File: config.mk
export PLATFORM = sky130hd
export DESIGN_NAME = brk_trace_ctrl
export DESIGN_NICKNAME = d
export VERILOG_FILES = /design/src/rtl/brk_pkg.sv /design/src/rtl/brk_sync.sv /design/src/rtl/brk_cmp.sv /design/src/rtl/brk_halt.sv /design/src/rtl/brk_trace.sv /design/src/rtl/brk_trace_ctrl.sv
export SDC_FILE = /design/constraint.sdc
export NUM_CORES = 1
export LEC_CHECK = 0
export BUFFER_PORTS_ARGS = -buffer_cell sky130_fd_sc_hd__buf_2
export CAP_MARGIN = 20
export CELL_PAD_IN_SITES_DETAIL_PLACEMENT = 0
export CELL_PAD_IN_SITES_GLOBAL_PLACEMENT = 1
export CORE_UTILIZATION = 28
export CTS_CLUSTER_DIAMETER = 100
export DETAILED_ROUTE_END_ITERATION = 8
export GPL_TIMING_DRIVEN = 1
export PLACE_DENSITY = 0.88
export SYNTH_ARGS = -nofsm -noshare
export SYNTH_HDL_FRONTEND = slang
export SYNTH_SLANG_ARGS = --single-unit
File: constraint.sdc
create_clock -name clk -period 2.15 [get_ports clk]
set_clock_uncertainty 0.1 [all_clocks]
set_input_delay 0.1075 -clock clk [delete_from_list [all_inputs] [get_ports clk]]
set_output_delay 0.1075 -clock clk [all_outputs]
set_load 0.05 [all_outputs]
File: src/rtl/brk_pkg.sv
package brk_pkg;
   localparam int unsigned NUM_CMP = 2;
   localparam int unsigned CMP_A   = 0;
   localparam int unsigned CMP_B   = 1;

   typedef struct packed {
      logic detect;
      logic pend;
   } brk_mark_t;
endpackage

File: src/rtl/brk_sync.sv
module brk_sync #(
   parameter int unsigned STAGES = 2
) (
   input  logic clk,
   input  logic rst_n,
   input  logic d_n,
   output logic q_n
);
   logic [STAGES-1:0] chain;

   generate
      genvar i;
      for (i = 0; i < STAGES; i++) begin : g_stage
         if (i == 0) begin : g_first
            always_ff @(posedge clk or negedge rst_n) begin
               if (!rst_n) chain[0] <= 1'b1;
               else        chain[0] <= d_n;
            end
         end else begin : g_next
            always_ff @(posedge clk or negedge rst_n) begin
               if (!rst_n) chain[i] <= 1'b1;
               else        chain[i] <= chain[i-1];
            end
         end
      end
   endgenerate

   assign q_n = chain[STAGES-1];
endmodule

File: src/rtl/brk_cmp.sv
module brk_cmp #(
   parameter int unsigned AW = 16
) (
   input  logic          clk,
   input  logic          rst_n,
   input  logic [AW-1:0] addr,
   input  logic          rd,
   input  logic          req_end,
   input  logic [AW-1:0] ref_addr,
   input  logic          en,
   input  logic          paused,
   output logic          hit,
   output logic          pulse_q
);
   assign hit = en & rd & req_end & (addr == ref_addr);

   always_ff @(posedge clk or negedge rst_n) begin
      if (!rst_n) pulse_q <= 1'b0;
      else        pulse_q <= hit & ~paused;
   end
endmodule

File: src/rtl/brk_halt.sv
module brk_halt
   import brk_pkg::*;
(
   input  logic      clk,
   input  logic      rst_n,
   input  logic      xbrk_n,
   input  logic      last_t,
   input  logic      cmp_any,
   input  logic      cmp_halt_en,
   input  logic      instr_done,
   input  logic      resume,
   input  logic      write_now,
   output logic      paused,
   output logic      halt_req,
   output brk_mark_t mark
);
   logic armed;
   logic pend;
   logic detect_now;
   logic arm_now;

   assign detect_now = ~paused & ~xbrk_n & last_t;
   assign arm_now    = detect_now | (~paused & cmp_halt_en & cmp_any);
   assign mark.detect = detect_now;
   assign mark.pend   = pend;

   always_ff @(posedge clk or negedge rst_n) begin
      if (!rst_n) begin
         armed    <= 1'b0;
         paused   <= 1'b0;
         halt_req <= 1'b0;
         pend     <= 1'b0;
      end else begin
         halt_req <= 1'b0;
         if (resume) begin
            paused <= 1'b0;
            armed  <= 1'b0;
            pend   <= 1'b0;
         end else begin
            if (!paused && instr_done && (armed || arm_now)) begin
               paused   <= 1'b1;
               halt_req <= 1'b1;
               armed    <= 1'b0;
            end else if (arm_now) begin
               armed <= 1'b1;
            end
            if (write_now)       pend <= 1'b0;
            else if (detect_now) pend <= 1'b1;
         end
      end
   end
endmodule

File: src/rtl/brk_trace.sv
module brk_trace
   import brk_pkg::*;
(
   input  logic      clk,
   input  logic      rst_n,
   input  logic      req_end,
   input  logic      hold_n,
   input  logic      window_en,
   input  logic      hit_a,
   input  logic      hit_b,
   input  logic      paused,
   input  brk_mark_t mark,
   output logic      write_now,
   output logic      trace_we,
   output logic      trace_mark
);
   logic win_open;
   logic win_ok;

   assign win_ok    = ~window_en | win_open | hit_a;
   assign write_now = req_end & ~paused & hold_n & win_ok;

   always_ff @(posedge clk or negedge rst_n) begin
      if (!rst_n) begin
         win_open   <= 1'b0;
         trace_we   <= 1'b0;
         trace_mark <= 1'b0;
      end else begin
         if (!window_en)  win_open <= 1'b0;
         else if (hit_b)  win_open <= 1'b0;
         else if (hit_a)  win_open <= 1'b1;
         trace_we   <= write_now;
         trace_mark <= write_now & (mark.detect | mark.pend);
      end
   end
endmodule

File: src/rtl/brk_trace_ctrl.sv
module brk_trace_ctrl
   import brk_pkg::*;
#(
   parameter int unsigned AW          = 16,
   parameter int unsigned SYNC_STAGES = 2
) (
   input  logic          clk,
   input  logic          rst_n,
   input  logic [AW-1:0] bus_addr,
   input  logic          bus_rd,
   input  logic          bus_req_end,
   input  logic          last_t,
   input  logic          instr_done,
   input  logic [AW-1:0] cmp_a_addr,
   input  logic          cmp_a_en,
   input  logic [AW-1:0] cmp_b_addr,
   input  logic          cmp_b_en,
   input  logic          cmp_halt_en,
   input  logic          xbrk_sync_n,
   input  logic          xbrk_async_n,
   input  logic          trace_hold_n,
   input  logic          window_en,
   input  logic          sw_a_level,
   input  logic          sw_b_level,
   input  logic          resume,
   output logic          halt_req,
   output logic          paused,
   output logic          trace_we,
   output logic          trace_mark,
   output logic          cmp_a_pulse,
   output logic          cmp_b_pulse
);
   if (AW < 1) begin : g_bad_aw
      $error("brk_trace_ctrl: AW must be at least 1");
   end
   if (SYNC_STAGES < 2) begin : g_bad_sync
      $error("brk_trace_ctrl: SYNC_STAGES must be at least 2");
   end

   logic [NUM_CMP-1:0][AW-1:0] ref_addr;
   logic [NUM_CMP-1:0]         ref_en;
   logic [NUM_CMP-1:0]         sw_lvl;
   logic [NUM_CMP-1:0]         hit;
   logic [NUM_CMP-1:0]         pulse_q;
   logic [NUM_CMP-1:0]         pulse_out;
   logic                       async_n_s;
   logic                       xbrk_n;
   logic                       write_now;
   brk_mark_t                  mark;

   assign ref_addr[CMP_A] = cmp_a_addr;
   assign ref_addr[CMP_B] = cmp_b_addr;
   assign ref_en[CMP_A]   = cmp_a_en;
   assign ref_en[CMP_B]   = cmp_b_en;
   assign sw_lvl[CMP_A]   = sw_a_level;
   assign sw_lvl[CMP_B]   = sw_b_level;

   generate
      genvar c;
      for (c = 0; c < NUM_CMP; c++) begin : g_cmp
         brk_cmp #(.AW(AW)) u_cmp (
            .clk      (clk),
            .rst_n    (rst_n),
            .addr     (bus_addr),
            .rd       (bus_rd),
            .req_end  (bus_req_end),
            .ref_addr (ref_addr[c]),
            .en       (ref_en[c]),
            .paused   (paused),
            .hit      (hit[c]),
            .pulse_q  (pulse_q[c])
         );
         assign pulse_out[c] = paused ? sw_lvl[c] : pulse_q[c];
      end
   endgenerate

   brk_sync #(.STAGES(SYNC_STAGES)) u_sync (
      .clk   (clk),
      .rst_n (rst_n),
      .d_n   (xbrk_async_n),
      .q_n   (async_n_s)
   );

   assign xbrk_n = xbrk_sync_n & async_n_s;

   brk_halt u_halt (
      .clk         (clk),
      .rst_n       (rst_n),
      .xbrk_n      (xbrk_n),
      .last_t      (last_t),
      .cmp_any     (|hit),
      .cmp_halt_en (cmp_halt_en),
      .instr_done  (instr_done),
      .resume      (resume),
      .write_now   (write_now),
      .paused      (paused),
      .halt_req    (halt_req),
      .mark        (mark)
   );

   brk_trace u_trace (
      .clk        (clk),
      .rst_n      (rst_n),
      .req_end    (bus_req_end),
      .hold_n     (trace_hold_n),
      .window_en  (window_en),
      .hit_a      (hit[CMP_A]),
      .hit_b      (hit[CMP_B]),
      .paused     (paused),
      .mark       (mark),
      .write_now  (write_now),
      .trace_we   (trace_we),
      .trace_mark (trace_mark)
   );

   assign cmp_a_pulse = pulse_out[CMP_A];
   assign cmp_b_pulse = pulse_out[CMP_B];
endmodule

==> out/summary.txt <==
Worst-Skew Late Latency: 0.26 ns
Buf/Inv on CP: 2
Critical Path RT: 2.26 ns
Final Critical Period: 1.99 ns
Total core area: 0.00303 sq mm
Pint: 384 uW
CP endpoint kind: register
Clock Pin Slew Worst Setup and Hold Paths: 0.07 ns
Synth Warn #: 0
Post-DRT Antenna Nets: 0
Vias per Instance: 4.70
Number of diodes: 0
Largest net degree at the start of global routing: 12
Max VDD drop: 139 uV
DRT iter0 DRCs: 25
FF-to-FF setup slack: 0.30 ns
Status: complete, but fails checks
CP Launch Type: input pin
Crit path DAT: 2.09 ns
Max Slew Vio Count: 0
Seq/Total Area, Yosys: 31.3%
Post-CTS repair timing setup buffer count: 0
Setup Crit Path Kind: input pin to register
Area leader, netlist: xor2_1
Top post-synthesis cells by area: xor2_1, dfrtp_1, nor4_1
Slew HR: 78.7%
Die area: 0.00340 sq mm
CTS buffer count: 3
Port bufs: 69
Final net count: 237
Die Y: 58.3 microns
Pre-Repair DR Iteration Count: 4
Hold Crit Depth: 3
Global route overflow: 0
Initial antenna violation count: 0
Hold Crit Start: window_en
Clk buf depth: 2
DRC viols: 0
Sink Count: 11
Clock share of power: 23.9%
CTS tree: yes
Root Driver: clkbuf_4
DP Wirelength: 2.28 mm
Area grow syn2layout: 52.6%
Pre-CTS setup slack: 0.449 ns
Synthesized instance count: 95
Vias in the first global route: 961
RSZ-0062 raised after global routing: false
Die width: 58.3 microns
FILL cells: 314
Syn_nets: 159
Synth Cell Area: 887 sq um
Mapped Avg Cell Area: 9.34 sq um
Synth Register Bits: 11
Max Clk Rate: 504 MHz
Leak pwr: 0.000663 uW
Worst r2r src: u_halt.paused$_DFFE_PN0P_
Part of the power in registers: 39.0%
Total track usage: 15.7%
Layout cells sized above 1: 46.5%
Yosys top cell area share: 30.6%
Psw: 190 uW
H-tree Lvls: 1
Reg-to-reg critical path endpoint: u_halt.armed$_DFFE_PN0P_
Worst-margin pin slew: 0.317 ns
Hold Path End: u_trace.win_open$_DFFE_PN0P_
Cell Chain, Critical Path: buf_2 -> xor2_1 -> nor4_1 -> nand4b_1 -> nor3_2 -> o211ai_1 -> a221oi_2 -> dlygate4sd3_1
MaxCap Viol Count: 0
Largest stage delay, worst path: 0.57 ns
Worst r2r path cells: 5
Sw Ratio: 33.1%
Failing checks: hold timing
I/O pins: 70
Comb pwr share: 37.1%
Distinct cells, synth: 26
Final hold viol count: 1
Fin Setup TNS: 0 ns
Final GP Congestion: 0.809
Power per cell area: 424 mW/mm^2
Initial core utilization: 29.3%
Vias: 1,016
First-pass GRT wire length: 4.11 mm
# rows: 20
Avg WL per Cell: 12.0 microns
Cell family with most CP delay: simple AND/OR/NAND/NOR gates
Final WL: 2.59 mm
Fin Hold WS: -0.00123 ns
Slowest-stage cell, CP: dlygate4sd3_1
Period utilization: 92.3%
CP max FO: 3
Final setup vio count: 0
Final worst slack: 0.165 ns
HP Class: input pin to register
[cell usage after synthesis]
library cell and n:
a221oi_2 1, and2_1 1, and3_1 1, dfrtp_1 9, dfstp_2 2, inv_1 1, inv_2 1, mux2_2 2
nand2_1 3, nand2b_1 1, nand3_1 1, nand3b_1 1, nand4_1 2, nand4b_1 3, nor2_1 6, nor2b_1 2
nor3_1 5, nor3_2 1, nor4_1 14, o211ai_1 1, o21ai_0 1, o311a_2 1, o32ai_1 1, or3_1 2
xnor2_1 1, xor2_1 31
[layout make-up]
cell class | instances | area [sq um] | area share [%]
well taps | 44 | 55.1 | 4.07
clock buffers | 4 | 26.3 | 1.94
multi-input cells | 82 | 602 | 44.5
repair buffers | 73 | 385 | 28.5
flip-flops and latches | 11 | 278 | 20.5
inverters | 2 | 7.51 | 0.555
[registers in the layout (all words and copies together), names as in the netlist]
name and cells:
g_cmp.u_cmp.pulse_q 2, u_halt.armed 1, u_halt.halt_req 1, u_halt.paused 1, u_halt.pend 1, u_sync.chain 1, u_sync.q_n 1, u_trace.trace_mark 1
u_trace.trace_we 1, u_trace.win_open 1
[worst max-delay path by stage]
stage / startpoint / endpoint / slack (ns) / cells after the start
detailed placement: bus_addr[11] / u_halt.armed$_DFFE_PN0P_ / 0.45 / 7
floorplan: u_halt.paused$_DFFE_PN0P_ / u_halt.paused$_DFFE_PN0P_ / 0.51 / 6
global placement: cmp_a_addr[11] / u_halt.armed$_DFFE_PN0P_ / 0.51 / 7
finish: bus_addr[11] / u_halt.armed$_DFFE_PN0P_ / 0.16 / 8
CTS: bus_addr[11] / u_halt.armed$_DFFE_PN0P_ / 0.19 / 8
global route: bus_addr[11] / u_halt.armed$_DFFE_PN0P_ / 0.04 / 8
[logic make-up after synthesis]
family | Yosys count | share of synthesized area [%]
simple gates | 43 | 28.3
xor+xnor | 32 | 31.6
flops | 11 | 31.3
compound gates | 5 | 5.36
mux | 2 | 2.54
buf+inv | 2 | 0.845
[routing by layer]
layer	routed length, microns	vias up	track usage [%]
met4	21	0	5.10
met3	199	3	1.79
met5	0	-	0
met2	1290	58	28.6
li1	-	505	-
met1	1070	450	19.2
[repair_timing]
item                                   4_1_cts  5_1_grt
setup endpoints to repair                    0        0
hold buffers                                 4        0
resized for setup                            0        0
endpoints found under the hold margin       15        0
[power by group through the flow]
stage | combinational, uW | clock (uW) | sequential [uW]
finish | 213 | 137 | 224
global route | 235 | 151 | 225
CTS | 216 | 141 | 224
detailed placement | 209 | 0 | 228
global placement | 206 | 0 | 227
floorplan | 91.2 | 0 | 241
[per-stage QoR]
step / instances / cell area, sq um / util (%) / power [uW]
6_report: 216 / 1350 / 44.7 / 574
5_1_grt: 216 / 1350 / 44.7 / 611
4_1_cts: 216 / 1350 / 44.7 / 581
3_5_place_dp: 208 / 1290 / 42.5 / 437
3_3_place_gp: 208 / 1290 / 42.5 / 433
2_1_floorplan: 95 / 887 / - / 333
[layout by cell type (no fill, tap or decap), drive strengths merged]
master | netlist | layout
o311a | 1 | 1
o32ai | 1 | 1
nand2b | 1 | 1
dfrtp | 9 | 9
and2 | 1 | 1
nand4 | 2 | 2
nor3 | 6 | 6
buf | 0 | 69
or3 | 2 | 2
dfstp | 2 | 2
nand2 | 3 | 3
nor2b | 2 | 2
and3 | 1 | 1
mux2 | 2 | 2
o211ai | 1 | 1
nor2 | 6 | 6
a221oi | 1 | 1
nand3b | 1 | 1
xor2 | 31 | 31
dlygate4sd3 | 0 | 4
o21ai | 1 | 1
nand4b | 3 | 3
clkbuf | 0 | 4
nand3 | 1 | 1
nor4 | 14 | 14
inv | 2 | 2
xnor2 | 1 | 1
[worst reg2reg max path: stages, from the launching register on]
cell and delay, ns:
dfrtp_1 0.52, inv_2 0.10, and3_1 0.17, nor2_1 0.19, a221oi_2 0.09, dlygate4sd3_1 0.56
Note: power is estimated with default switching activity, not from simulation.
